File: src/rtl/pin_evt_pkg.sv
package pin_evt_pkg;
  localparam int CODE_W = 4;

  typedef enum logic [CODE_W-1:0] {
    EVT_OFF      = 4'b0000,
    EVT_DMA_RISE = 4'b0001,
    EVT_DMA_FALL = 4'b0010,
    EVT_DMA_BOTH = 4'b0011,
    EVT_RSVD     = 4'b0100,
    EVT_IRQ_LOW  = 4'b1000
  } evt_code_e;

  function automatic logic code_is_dma(input logic [CODE_W-1:0] c);
    return (c == EVT_DMA_RISE) || (c == EVT_DMA_FALL) || (c == EVT_DMA_BOTH);
  endfunction

  function automatic logic code_is_irq(input logic [CODE_W-1:0] c);
    return c == EVT_IRQ_LOW;
  endfunction
endpackage

File: src/rtl/pin_evt_sync.sv
module pin_evt_sync #(
  parameter int WIDTH  = 32,
  parameter int STAGES = 2
) (
  input  logic             clk_i,
  input  logic             rst_ni,
  input  logic [WIDTH-1:0] d_i,
  output logic [WIDTH-1:0] q_o
);
  logic [STAGES-1:0][WIDTH-1:0] chain_q;

  always_ff @(posedge clk_i or negedge rst_ni) begin
    if (!rst_ni) begin
      chain_q <= '0;
    end else begin
      chain_q[0] <= d_i;
      for (int s = 1; s < STAGES; s++) chain_q[s] <= chain_q[s-1];
    end
  end

  assign q_o = chain_q[STAGES-1];
endmodule

File: src/rtl/pin_evt_cell.sv
module pin_evt_cell
  import pin_evt_pkg::*;
(
  input  logic              clk_i,
  input  logic              rst_ni,
  input  logic              pin_s_i,
  input  logic              cfg_we_i,
  input  logic [CODE_W-1:0] cfg_wdata_i,
  input  logic              w1c_i,
  input  logic              ack_i,
  output logic [CODE_W-1:0] code_o,
  output logic              flag_o,
  output logic              irq_o,
  output logic              dma_o
);
  logic [CODE_W-1:0] code_q;
  logic prev_q, flag_q;
  logic rise, fall, evt, dma_mode, irq_mode, clr;

  always_comb begin
    rise = pin_s_i & ~prev_q;
    fall = ~pin_s_i & prev_q;
    case (code_q)
      EVT_DMA_RISE: evt = rise;
      EVT_DMA_FALL: evt = fall;
      EVT_DMA_BOTH: evt = rise | fall;
      EVT_IRQ_LOW:  evt = ~pin_s_i;
      default:      evt = 1'b0;
    endcase
  end

  assign dma_mode = code_is_dma(code_q);
  assign irq_mode = code_is_irq(code_q);
  // clear wins over a same-cycle event; a live level re-sets next cycle
  assign clr = dma_mode ? ack_i : w1c_i;

  always_ff @(posedge clk_i or negedge rst_ni) begin
    if (!rst_ni) begin
      code_q <= '0;
      prev_q <= 1'b0;
      flag_q <= 1'b0;
    end else begin
      prev_q <= pin_s_i;
      if (cfg_we_i) code_q <= cfg_wdata_i;
      if (clr)      flag_q <= 1'b0;
      else if (evt) flag_q <= 1'b1;
    end
  end

  assign code_o = code_q;
  assign flag_o = flag_q;
  assign irq_o  = flag_q & irq_mode;
  assign dma_o  = flag_q & dma_mode;
endmodule

File: src/rtl/pin_evt_regif.sv
module pin_evt_regif
  import pin_evt_pkg::*;
#(
  parameter int NUM_PINS = 32,
  parameter int DATA_W   = 32,
  parameter int ADDR_W   = 6,
  parameter int FLAG_BIT = 8
) (
  input  logic                             wr_en_i,
  input  logic [ADDR_W-1:0]                addr_i,
  input  logic [DATA_W-1:0]                wr_data_i,
  input  logic [NUM_PINS-1:0][CODE_W-1:0]  code_i,
  input  logic [NUM_PINS-1:0]              flag_i,
  output logic [NUM_PINS-1:0]              cfg_we_o,
  output logic [CODE_W-1:0]                cfg_wdata_o,
  output logic [NUM_PINS-1:0]              w1c_o,
  output logic [DATA_W-1:0]                rd_data_o
);
  localparam logic [ADDR_W-1:0] STAT_ADDR = ADDR_W'(NUM_PINS);

  logic stat_sel;
  assign stat_sel    = (addr_i == STAT_ADDR);
  assign cfg_wdata_o = wr_data_i[CODE_W-1:0];
  assign w1c_o       = (wr_en_i && stat_sel) ? wr_data_i[NUM_PINS-1:0] : '0;

  for (genvar p = 0; p < NUM_PINS; p++) begin : g_we
    assign cfg_we_o[p] = wr_en_i && (addr_i == ADDR_W'(p));
  end

  always_comb begin
    rd_data_o = '0;
    for (int p = 0; p < NUM_PINS; p++) begin
      if (addr_i == ADDR_W'(p)) begin
        rd_data_o[CODE_W-1:0] = code_i[p];
        rd_data_o[FLAG_BIT]   = flag_i[p];
      end
    end
    if (stat_sel) rd_data_o[NUM_PINS-1:0] = flag_i;
  end
endmodule

File: src/rtl/pin_evt_detect.sv
module pin_evt_detect
  import pin_evt_pkg::*;
#(
  parameter  int NUM_PINS    = 32,
  parameter  int DATA_W      = 32,
  parameter  int SYNC_STAGES = 2,
  parameter  int FLAG_BIT    = 8,
  localparam int ADDR_W      = $clog2(NUM_PINS + 1)
) (
  input  logic                clk_i,
  input  logic                rst_ni,
  input  logic [NUM_PINS-1:0] pin_i,
  input  logic                wr_en_i,
  input  logic [ADDR_W-1:0]   addr_i,
  input  logic [DATA_W-1:0]   wr_data_i,
  output logic [DATA_W-1:0]   rd_data_o,
  input  logic [NUM_PINS-1:0] dma_ack_i,
  output logic [NUM_PINS-1:0] dma_req_o,
  output logic                irq_o
);
  logic [NUM_PINS-1:0]             pin_s;
  logic [NUM_PINS-1:0][CODE_W-1:0] code_vec;
  logic [NUM_PINS-1:0]             flag_vec, irq_vec, cfg_we, w1c;
  logic [CODE_W-1:0]               cfg_wdata;

  pin_evt_sync #(.WIDTH(NUM_PINS), .STAGES(SYNC_STAGES)) sync_i (
    .clk_i (clk_i),
    .rst_ni(rst_ni),
    .d_i   (pin_i),
    .q_o   (pin_s)
  );

  pin_evt_regif #(
    .NUM_PINS(NUM_PINS), .DATA_W(DATA_W), .ADDR_W(ADDR_W), .FLAG_BIT(FLAG_BIT)
  ) regif_i (
    .wr_en_i    (wr_en_i),
    .addr_i     (addr_i),
    .wr_data_i  (wr_data_i),
    .code_i     (code_vec),
    .flag_i     (flag_vec),
    .cfg_we_o   (cfg_we),
    .cfg_wdata_o(cfg_wdata),
    .w1c_o      (w1c),
    .rd_data_o  (rd_data_o)
  );

  for (genvar p = 0; p < NUM_PINS; p++) begin : g_pin
    pin_evt_cell cell_i (
      .clk_i      (clk_i),
      .rst_ni     (rst_ni),
      .pin_s_i    (pin_s[p]),
      .cfg_we_i   (cfg_we[p]),
      .cfg_wdata_i(cfg_wdata),
      .w1c_i      (w1c[p]),
      .ack_i      (dma_ack_i[p]),
      .code_o     (code_vec[p]),
      .flag_o     (flag_vec[p]),
      .irq_o      (irq_vec[p]),
      .dma_o      (dma_req_o[p])
    );
  end

  assign irq_o = |irq_vec;
endmodule

File: config.mk
export PLATFORM = sky130hd
export DESIGN_NAME = pin_evt_detect
export DESIGN_NICKNAME = d
export VERILOG_FILES = /design/src/rtl/pin_evt_pkg.sv /design/src/rtl/pin_evt_sync.sv /design/src/rtl/pin_evt_cell.sv /design/src/rtl/pin_evt_regif.sv /design/src/rtl/pin_evt_detect.sv
export SDC_FILE = /design/constraint.sdc
export NUM_CORES = 1
export LEC_CHECK = 0
export ABC_AREA = 1
export ABC_CLOCK_PERIOD_IN_PS = 8000
export CAP_MARGIN = 10
export CORE_MARGIN = 1
export CORE_UTILIZATION = 28
export CTS_BUF_LIST = sky130_fd_sc_hd__clkbuf_8
export DETAILED_ROUTE_END_ITERATION = 16
export MAX_ROUTING_LAYER = met4
export PLACE_DENSITY = 0.44
export SYNTH_ARGS = -nofsm -noshare
export SYNTH_HDL_FRONTEND = slang
export SYNTH_SLANG_ARGS = --single-unit
File: constraint.sdc
create_clock -name clk_i -period 8 [get_ports clk_i]
set_input_delay 1.6 -clock clk_i [delete_from_list [all_inputs] [get_ports clk_i]]
set_output_delay 1.6 -clock clk_i [all_outputs]
set_load 0.01 [all_outputs]
# [Word-level counts from Yosys, hierarchy flattened]
# Index checks and enable logic that the tools add are counted.
[totals] output_inout_bits=65 regBits=256 wordCells=807
[classes] n_eq_ne=160 n_bitwise=224 n_mux=194 n_reduce_logical=131
[ops] op="4-bit by 2-bit equality test with 1-bit output (second input constant)" n=64
[ops] op="1-bit AND" n=128
[ops] op="4-bit by 1-bit equality test with 1-bit output (second input constant)" n=32
[ops] op="4-bit equality test (second input constant)" n=32
[ops] op="1-bit two-way mux" n=128
[ops] op="4-bit two-way mux" n=32
[ops] op="1-bit one-hot mux with 4 select lines" n=32
[ops] op="6-bit by 5-bit equality test with 1-bit output (second input constant)" n=16
[ops] op="1-bit logical OR" n=64
[ops] op="32-bit two-way mux" n=2
[ops] op="1-bit NOT" n=64
[ops] op="2-bit nonzero test" n=32
[ops] op="6-bit by 4-bit equality test with 1-bit output (second input constant)" n=8
[ops] op="1-bit logical AND" n=33
[ops] op="1-bit OR" n=32
[ops] op="32-bit OR reduction" n=1
[ops] op="6-bit by 3-bit equality test with 1-bit output (second input constant)" n=4
[ops] op="6-bit by 2-bit equality test with 1-bit output (second input constant)" n=2
[ops] op="6-bit by 1-bit equality test with 1-bit output (second input constant)" n=1
[ops] op="6-bit equality test (second input constant)" n=1
[ops] op="6-bit logical NOT" n=1

# [Depth between registers and ports, before layout]
# Gate-level depths: netlist of run 1.
[logic_depth] ltp_word=34 depth_mapped=23

# [Modules after synthesis]
# Synthesis of run 1 repeated with hierarchy kept, for this count alone.
[hier_totals] hier_cells=2013 area_unflattened_um2=14811.7
[by_module_without_submodules] mod="pin_evt_cell" area_each_um2=325.3 cells_per_inst=41 instances=32
[by_module_without_submodules] mod="pin_evt_regif" area_each_um2=2381.0 cells_per_inst=560 instances=1
[by_module_without_submodules] mod="pin_evt_sync" area_each_um2=1841.8 cells_per_inst=96 instances=1
[by_module_without_submodules] mod="pin_evt_detect" area_each_um2=178.9 cells_per_inst=45 instances=1

# [Least setup slack after synthesis of run 1]
# No wires, ideal clock.
[synth_path] kind="input-to-output" start="in addr_i[5]" end="out rd_data_o[3]" t_arrival_ns=3.225 setup_slack_ns=3.175 stages=18 required_time_ns=6.400 n_path_buf=1 path_cell_list="nor2_4 > inv_4 > buf_8 > nor3_4 > inv_2 > or2_0 > nand2_1 > nand4_1 > nand2_1 > nand4_1 > nand2_1 > nand4_1 > nand2_1 > nand3_1 > nand2_1 > nand4_1 > nand2_1 > nand3_1"
[synth_between] elab_chain_cells=34 word_cells_on_any_way=66 cone_classes="eq/ne: 32; mux: 33; reduce/logical: 1"
[synth_rtl] item="start: declaration" line_no="pin_evt_detect.sv:14" text="input logic [ADDR_W-1:0] addr_i,"
[synth_rtl] item="6-bit logical NOT" line_no="pin_evt_regif.sv:33" text="if (addr_i == ADDR_W'(p)) begin"
[synth_rtl] item="4-bit two-way mux (32 in series)" line_no="pin_evt_regif.sv:33"
[synth_rtl] item="32-bit two-way mux (*)" line_no="pin_evt_regif.sv:38" text="if (stat_sel) rd_data_o[NUM_PINS-1:0] = flag_i;"
[synth_rtl] item="end: declaration" line_no="pin_evt_detect.sv:16" text="output logic [DATA_W-1:0] rd_data_o,"
# Every way passes the cells marked *; elsewhere a longest branch is shown, timed or not.

# [Final worst setup path of run 1]
[layout_path] start="in addr_i[4]" end="out rd_data_o[8]"
[layout_between] elab_chain_cells=34 word_cells_on_any_way=66 cone_classes="eq/ne: 32; mux: 33; reduce/logical: 1"
[layout_rtl] item="6-bit logical NOT" line_no="pin_evt_regif.sv:33"
[layout_rtl] item="1-bit two-way mux (32 in series)" line_no="pin_evt_regif.sv:33"
[layout_rtl] item="32-bit two-way mux (*)" line_no="pin_evt_regif.sv:38"
# Marked as above.

==> results of run 1 <==
==> routing by layer <==
metal,global-route usage,vias to the layer above,part of all wire
li1,-,5973,-
met1,0.263,5746,0.49
met2,0.280,301,0.43
met3,0.0331,80,0.049
met4,0.0762,0,0.032
met5,-,-,0
==> layout make-up <==
type | count | area, um^2
fill | 5013 | 30900
sequential | 256 | 6410
multi-input combinational | 1162 | 5910
timing repair buffer | 176 | 1760
inverter | 249 | 937
clock buffer | 64 | 881
tap | 615 | 769
clock inverter | 28 | 174
antenna | 4 | 10.0
==> worst register-to-register path, delay by kind of cell (launching register included) <==
kind / cells / cell delay [ns]
simple gates: 3 / 1.05
flops: 1 / 0.41
compound gates: 1 / 0.14
==> flip-flops by register name, indices dropped and copies added, names as in the netlist <==
register / flops
g_pin.cell_i.flag_o: 32
sync_i.chain_q: 32
g_pin.cell_i.code_o: 128
g_pin.cell_i.prev_q: 32
sync_i.q_o: 32
==> worst paths after layout <==
kind	start	end	depth (start not counted)	slack [ns]
min in group asynchronous	rst_ni	sync_i.chain_q[2]	1	0.89
setup / recovery	addr_i[4]	rd_data_o[8]	20	1.52
max in group asynchronous	rst_ni	g_pin[26].cell_i.code_o[2]	2	5.73
setup reg to reg	g_pin[3].cell_i.code_o[2]	g_pin[3].cell_i.flag_o	4	6.34
hold / removal	sync_i.chain_q[3]	sync_i.q_o[3]	0	0.35
hold reg to reg	sync_i.chain_q[3]	sync_i.q_o[3]	0	0.35
==> cells in the final DEF (no fill, tap or decap), drive strengths merged, types with 3 or more instances in the layout <==
cell type      synthesis  layout
clkbuf                18      64
clkdlybuf4s50          0     167
o221ai                 3       3
a31o                   4       4
or2                    5       5
nand4                 45      45
o21ai                184     184
o22ai                 11      11
nor4                  11      11
nor2                 238     238
dfrtp                256     256
nor3                  35      35
diode                  0       4
a31oi                 21      21
ha                    64      64
a21oi                 49      49
a221oi                 7       7
a22oi                 18      18
clkinv                 0       5
inv                  249     269
nand3                 68      68
o311ai                 3       3
buf                   37       9
and3                  15      15
nand2                371     371
==> where the power goes <==
| part | internal, mW | switching (mW) |
|---|---|---|
| clock | 0.782 | 0.596 |
| sequential | 1.49 | 0.251 |
| combinational | 0.347 | 0.510 |
| total | 2.62 | 1.36 |
==> cell families after synthesis <==
group,count (synthesis),share of synthesized area
AO/OA/AOI/OAI,306,0.125
adder cells (fa/ha/maj),64,0.0590
buffers and inverters,304,0.0941
flip-flops,256,0.472
AND/OR/NAND/NOR,792,0.250
==> results.sh, run 1 <==
export IMPL_grt_setup_unrepaired="no"
export IMPL_dr_total_vias=12100
export IMPL_cts_sinks=256
export IMPL_yosysSeqAreaShare=0.472
export IMPL_crit_buf_inv=3
export IMPL_synth_top_cell_by_area="dfrtp_1"
export IMPL_status="finished clean"
export IMPL_final_layout_size_suffix_gt1_frac=0.0594
export IMPL_cp_common_cell="nand4_1"
export IMPL_drtIter0Drc=987
export IMPL_vdd_drop_max_mv=0.0981
export IMPL_p_total_mw=3.97
export IMPL_dieArea_um2=49400
export IMPL_synth_edff_count=0
export IMPL_yosysWarnings=0
export IMPL_grt_first_pass_wirelength_um=71000
export IMPL_gp_congestion=0.901
export IMPL_fin_worst_skew_ns=0.0277
export IMPL_dp_hpwl_um=33300
export IMPL_syn_cell_area_um2=13600
export IMPL_synthTopCellsByCount="369 x nand2_1, 256 x dfrtp_1, 242 x inv_1"
export IMPL_clkTransAtPathRegs_ns=0.05
export IMPL_grt_use_total=0.192
export IMPL_synth_area_leaders="dfrtp_1 47%, nand2_1 10%, inv_1 6.7%, o21ai_0 6.6%, nor2_1 6.3%"
export IMPL_critPathCaptureType="output port"
export IMPL_critical_path_top_delay_family="simple AND/OR/NAND/NOR gates"
export IMPL_final_area_um2=16800
export IMPL_antenna_found_initial=4
export IMPL_dp_slack_ns=1.55
export IMPL_grt_pass1_vias=12126
export IMPL_cts_buffer_depth=3
export IMPL_ys_types=42
export IMPL_num_io_pins=170
export IMPL_period_share=0.810
export IMPL_placed_cells_incl_taps=2458
export IMPL_hold_viol_final=0
export IMPL_initial_utilization=0.284
export IMPL_ys_ff_latch=256
export IMPL_slowest_delay_ns=0.52
export IMPL_avgSynthCellArea_um2=7.89
export IMPL_post_route_min_period_ns=6.48
export IMPL_grt_overflow_total=0
export IMPL_cpMaxStageDelayCell="clkdlybuf4s50_1"
export IMPL_drc=0
export IMPL_setup_tns_ns=0
export IMPL_fmax_mhz=154
export IMPL_die_x_um=222
export IMPL_portBuffers=169
export IMPL_path_class="in2out"
export IMPL_setup_ws_ns=1.52
export IMPL_synth_top_area_frac=0.472
export IMPL_post_cts_buffers=0
export IMPL_routed_wl_um=45100
export IMPL_viasPerCell=4.74
export IMPL_setup_viol=0
export IMPL_rows=80
export IMPL_crit_arrival_ns=4.88
export IMPL_syn2layout_area_growth_pct=24.0
export IMPL_synth_most_common_cell="nand2_1"
export IMPL_layout_nets=2065
export IMPL_critPathMaxFanout=13
export IMPL_power_density_nw_per_um2=236
export IMPL_power_leakage_nw=7.66
export IMPL_routedWlPerCell_um=17.7
export IMPL_grt_max_degree=134
export IMPL_ctsHoldBuffers=0
export IMPL_cts_tree="yes"
export IMPL_instances_no_fill=2554
export IMPL_synthCells=1722
export IMPL_cap_violations=0
export IMPL_final_antenna_net_count=0
export IMPL_hold_class="reg2reg"
export IMPL_clk_latency_ns=0.64
export IMPL_core_um2=47700
export IMPL_first_pass_iters=6
export IMPL_ys_flop_type="dfrtp_1"
export IMPL_cts_resized=0
export IMPL_root_buffer="clkbuf_8"
export IMPL_cts_buffers=51
export IMPL_crit_required_ns=6.40
export IMPL_drv_slew=0
export IMPL_die_h_um=222
export IMPL_critPathLaunchType="input port"
export IMPL_syn_nets=1891
export IMPL_async_reset_ff_frac=1.00
export IMPL_relSlewSlack=0.282
export IMPL_tightest_slew_ns=1.07
export IMPL_timing_critical_path_cells="clkdlybuf4s50_1 -> nor2_4 -> inv_4 -> nor3_4 -> a21oi_1 -> nand2_1 -> nand3_1 -> nand2_1 -> nand4_1 -> nor2_1 -> nand4_1 -> nand2_1 -> nand4_1 -> nor2_1 -> nand4_1 -> nand2_1 -> nand4_1 -> nor2_1 -> nand4_1 -> clkdlybuf4s50_1"
export IMPL_htreeDepth=2
export IMPL_place_area_um2=15800
export IMPL_whs_ns=0.345
export IMPL_fin_util=0.353
Power figures use the tool's default switching activity.
==> run 2: changes to the inputs <==
ABC_CLOCK_PERIOD_IN_PS = 5300   (was 8000)
PLACE_DENSITY = 0.46   (was 0.44)
clock period = 5.3 ns   (was 8 ns; I/O delays follow)
==> run 2 against run 1 <==
Effect of this change: clock skew increased by 0.0048 ns; sequential share of layout area shrank 0.48 points; total power increased by 50%; worst hold slack got worse by 0.0058 ns; design area increased by 1.3%; non-clock buffer count up 28; critical path type unchanged; largest cell class unchanged; largest power group unchanged; highest routed layer unchanged.
==> results.sh, run 2 (synthesized netlist as in run 1, its figures left out) <==
export IMPL_core_um2=47700
export IMPL_routedWlPerCell_um=17.6
export IMPL_portBuffers=169
export IMPL_top_layer_used="met4"
export IMPL_whs_ns=0.339
export IMPL_route_met3_wl_um=2610
export IMPL_power_leakage_nw=7.84
export IMPL_cts_tree="yes"
export IMPL_critPathMaxFanout=6
export IMPL_cts_buffers=50
export IMPL_relSlewSlack=0.396
export IMPL_clkTransAtPathRegs_ns=0.05
export IMPL_largest_reg_flops=128
export IMPL_syn2layout_area_growth_pct=25.6
export IMPL_cts_buffer_depth=3
export IMPL_grt_pass1_vias=12248
export IMPL_viasPerCell=4.73
export IMPL_cap_violations=0
export IMPL_grt_overflow_total=0
export IMPL_antenna_cells=0
export IMPL_vdd_drop_max_mv=0.142
export IMPL_antenna_found_initial=0
export IMPL_whs_path_depth=0
export IMPL_most_common_layout_cells="369 x nand2_1, 260 x inv_1, 256 x dfrtp_1"
export IMPL_initial_utilization=0.284
export IMPL_dieArea_um2=49400
export IMPL_crit_required_ns=4.24
export IMPL_fmax_mhz=205
export IMPL_dp_slack_ns=-0.00734
export IMPL_grt_setup_unrepaired="no"
export IMPL_gp_congestion=0.917
export IMPL_instances_no_fill=2574
export IMPL_p_total_mw=5.95
export IMPL_final_antenna_net_count=0
export IMPL_drtIter0Drc=877
export IMPL_drc=0
export IMPL_tightest_slew_ns=0.897
export IMPL_met2_wirelength_um=20000
export IMPL_status="finished clean"
export IMPL_critPathCaptureType="output port"
export IMPL_setup_viol=0
export IMPL_final_area_um2=17100
export IMPL_dp_hpwl_um=33800
export IMPL_first_pass_iters=7
export IMPL_power_density_nw_per_um2=349
export IMPL_htreeDepth=2
export IMPL_grt_first_pass_wirelength_um=71000
export IMPL_rows=80
export IMPL_grt_max_degree=112
export IMPL_final_common_cell="nand2_1"
export IMPL_path_class="in2out"
export IMPL_layout_nets=2092
export IMPL_post_route_min_period_ns=4.89
export IMPL_cts_sinks=256
export IMPL_hold_viol_final=0
export IMPL_dr_total_vias=12187
export IMPL_num_io_pins=170
export IMPL_setup_ws_ns=0.412
export IMPL_crit_arrival_ns=3.83
export IMPL_routed_wl_um=45300
export IMPL_period_share=0.922
export IMPL_place_area_um2=16000
export IMPL_rr_worst_depth=4
export IMPL_placed_cells_incl_taps=2485
export IMPL_grt_use_total=0.192
export IMPL_root_buffer="clkbuf_8"
export IMPL_hold_class="reg2reg"
export IMPL_ctsHoldBuffers=0
export IMPL_die_x_um=222
export IMPL_final_layout_size_suffix_gt1_frac=0.0730
export IMPL_critPathLaunchType="input port"
export IMPL_wl_met1_um=21500
export IMPL_clk_latency_ns=0.64
export IMPL_die_h_um=222
export IMPL_fin_worst_skew_ns=0.0325
export IMPL_drv_slew=0
-- run 2: cell count changes in the layout (fill, tap and decap cells not counted), sizes merged --
cell / previous run / this run
buf: 9 / 36
clkbuf: 64 / 62
clkdlybuf4s50: 167 / 162
clkinv: 5 / 3
clkinvlp: 1 / 2
diode: 4 / 0
dlymetal6s2s: 0 / 6
inv: 269 / 268
-- run 2: timing repair --
action | in CTS | in global routing
setup endpoints to repair | 1 | 5
buffers inserted | 0 | 1
gates resized for setup | 2 | 11
pin swaps | 0 | 1
-- run 2: through the flow --
step | setup TNS, ns | util
after global routing | 0 | 0.357
after CTS | 0 | 0.356
final | 0 | 0.357
after global placement | 0 | 0.335
after floorplan | 0 | -
after detailed placement | -0.00734 | 0.335
-- run 2: per-layer routing --
layer	track usage	vias up
met5	-	-
met4	0.0576	0
met3	0.0428	74
met2	0.289	349
met1	0.257	5755
li1	-	6009
-- run 2: critical path: stages --
cell	delay [ns]
dlymetal6s2s_1	0.25
inv_1	0.07
nor2_1	0.21
nand2_1	0.14
nor2_1	0.20
nand2_1	0.08
nand3_1	0.12
nor2_1	0.06
nand4_1	0.08
nand2_1	0.07
nand4_1	0.07
nand2_1	0.06
nand4_1	0.07
nand2_1	0.08
nand4_1	0.08
nand2_1	0.05
nand4_1	0.06
nand2_1	0.07
nand3_1	0.09
nand2_1	0.06
nand4_1	0.07
nand2_1	0.06
nand3_1	0.10
clkdlybuf4s50_1	0.55
-- run 2: worst paths after layout --
path / startpoint / endpoint / slack [ns]
max in group asynchronous: rst_ni / g_pin[9].cell_i.code_o[2] / 3.89
hold reg to reg: sync_i.chain_q[7] / sync_i.q_o[7] / 0.34
setup / recovery: addr_i[0] / rd_data_o[3] / 0.41
hold / removal: sync_i.chain_q[7] / sync_i.q_o[7] / 0.34
min in group asynchronous: rst_ni / sync_i.chain_q[2] / 0.38
setup reg to reg: g_pin[3].cell_i.code_o[2] / g_pin[3].cell_i.flag_o / 3.63
-- run 2: where the power goes --
| group | internal, mW | switching (mW) |
|---|---|---|
| Clock | 1.14 | 0.884 |
| Combinational | 0.528 | 0.776 |
| Sequential | 2.24 | 0.376 |
| Total | 3.92 | 2.04 |
-- run 2: cell type report --
cell class | instances | area [um^2]
sequential | 256 | 6410
tap | 615 | 769
clock buffer | 62 | 853
inverter | 249 | 942
fill | 4967 | 30700
timing repair buffer | 204 | 2000
multi-input combinational | 1162 | 5920
clock inverter | 26 | 166
==> run 3: changes to the inputs <==
ABC_CLOCK_PERIOD_IN_PS = 5000   (was 5300)
PLACE_DENSITY = 0.44   (was 0.46)
clock period = 5 ns   (was 5.3 ns; I/O delays follow)
==> run 3 against run 2 <==
Effect of this change: clock-buffer cell count decreased by 4; worst setup slack got worse by 0.17 ns; largest cell class unchanged; die area unchanged; clock power about the same; worst hold slack improved by 0.0023 ns; via count increased by 1.7%.
==> results.sh, run 3 (synthesized netlist as in run 1, its figures left out) <==
export IMPL_cts_tree="yes"
export IMPL_syn2layout_area_growth_pct=26.9
export IMPL_layout_nets=2122
export IMPL_grt_setup_unrepaired="no"
export IMPL_power_leakage_nw=7.97
export IMPL_placed_cells_incl_taps=2516
export IMPL_drc=0
export IMPL_cp_common_cell="nand2_1"
export IMPL_rows=80
export IMPL_grt_pass1_vias=12377
export IMPL_drtIter0Drc=830
export IMPL_min_from="sync_i.chain_q[13]"
export IMPL_grt_max_degree=105
export IMPL_slowest_delay_ns=0.34
export IMPL_htreeDepth=2
export IMPL_setup_viol=0
export IMPL_num_io_pins=170
export IMPL_largest_reg_flops=128
export IMPL_grt_first_pass_wirelength_um=71400
export IMPL_cpMaxStageDelayCell="dlygate4sd2_1"
export IMPL_core_um2=47700
export IMPL_r2r_start="g_pin[23].cell_i.code_o[1]"
export IMPL_status="finished clean"
export IMPL_routed_wl_um=45500
export IMPL_dieArea_um2=49400
export IMPL_ctsHoldBuffers=0
export IMPL_die_h_um=222
export IMPL_place_area_um2=16300
export IMPL_clk_latency_ns=0.62
export IMPL_cap_violations=0
export IMPL_setup_tns_ns=0
export IMPL_p_total_mw=6.19
export IMPL_instances_no_fill=2604
export IMPL_routedWlPerCell_um=17.5
export IMPL_most_common_layout_cells="369 x nand2_1, 260 x inv_1, 256 x dfrtp_1"
export IMPL_viasPerCell=4.76
export IMPL_cts_sinks=256
export IMPL_dr_total_vias=12390
export IMPL_fin_util=0.361
export IMPL_crit_arrival_ns=3.76
export IMPL_cts_buffers=49
export IMPL_grt_overflow_total=0
export IMPL_die_x_um=222
export IMPL_final_common_cell="nand2_1"
export IMPL_setup_ws_ns=0.243
export IMPL_final_layout_size_suffix_gt1_frac=0.0865
export IMPL_whs_ns=0.341
export IMPL_grt_use_total=0.192
export IMPL_root_buffer="clkbuf_8"
export IMPL_first_pass_iters=5
export IMPL_antenna_found_initial=2
export IMPL_fin_worst_skew_ns=0.0134
export IMPL_crit_required_ns=4.00
export IMPL_vdd_drop_max_mv=0.134
export IMPL_critPathMaxFanout=5
export IMPL_dp_slack_ns=-0.267
export IMPL_period_share=0.951
export IMPL_initial_utilization=0.284
export IMPL_gp_congestion=0.894
export IMPL_path_class="in2out"
export IMPL_hold_viol_final=0
export IMPL_fmax_mhz=210
export IMPL_hold_class="reg2reg"
export IMPL_tightest_slew_ns=0.876
export IMPL_critical_path_top_delay_family="simple AND/OR/NAND/NOR gates"
export IMPL_critPathCaptureType="output port"
export IMPL_clkTransAtPathRegs_ns=0.06
export IMPL_cts_buffer_depth=3
export IMPL_drv_slew=0
export IMPL_post_route_min_period_ns=4.76
export IMPL_relSlewSlack=0.410
export IMPL_power_density_nw_per_um2=359
export IMPL_final_area_um2=17200
export IMPL_dp_hpwl_um=33800
export IMPL_cp_startpoint="addr_i[3]"
export IMPL_final_antenna_net_count=0
export IMPL_critPathLaunchType="input port"
export IMPL_portBuffers=169
export IMPL_crit_buf_inv=7
==> run 3: layout make-up <==
cell class                      instances  area [um^2]
Fill cell                            4931        30500
Sequential cell                       256         6410
Multi-Input combinational cell       1162         5930
Timing Repair Buffer                  235         2240
Inverter                              249          940
Clock buffer                           58          798
Tap cell                              615          769
Clock inverter                         28          149
Antenna cell                            1         2.50
==> run 3: worst paths after layout <==
path / endpoint / slack, ns / cells past startpoint
max: rd_data_o[0] / 0.24 / 25
min: sync_i.q_o[13] / 0.34 / 0
max reg2reg: g_pin[23].cell_i.flag_o / 3.31 / 4
min reg2reg: sync_i.q_o[13] / 0.34 / 0
max in group asynchronous: sync_i.q_o[4] / 3.49 / 2
min in group asynchronous: sync_i.chain_q[2] / 0.42 / 1
==> run 3: report_power, final <==
part           leakage [nW]  internal [mW]  switching [mW]
Clock                 0.564           1.10           0.928
Combinational          4.20          0.568           0.823
Sequential             3.21           2.38           0.390
==> run 3: what timing repair did <==
item                       4_1_cts  5_1_grt
hold endpoints to repair         0        0
setup endpoints to repair        5        5
gates resized for setup          9       10
setup buffers                    1        0
pin swaps                        2        1
==> run 3: layer usage <==
| metal | vias to the layer above | global-route usage | routed length (um) |
|---|---|---|---|
| met3 | 83 | 0.0336 | 2530 |
| met4 | 0 | 0.0683 | 1340 |
| met2 | 343 | 0.286 | 19900 |
| met1 | 5889 | 0.261 | 21700 |
| met5 | - | - | 0 |
| li1 | 6075 | - | - |
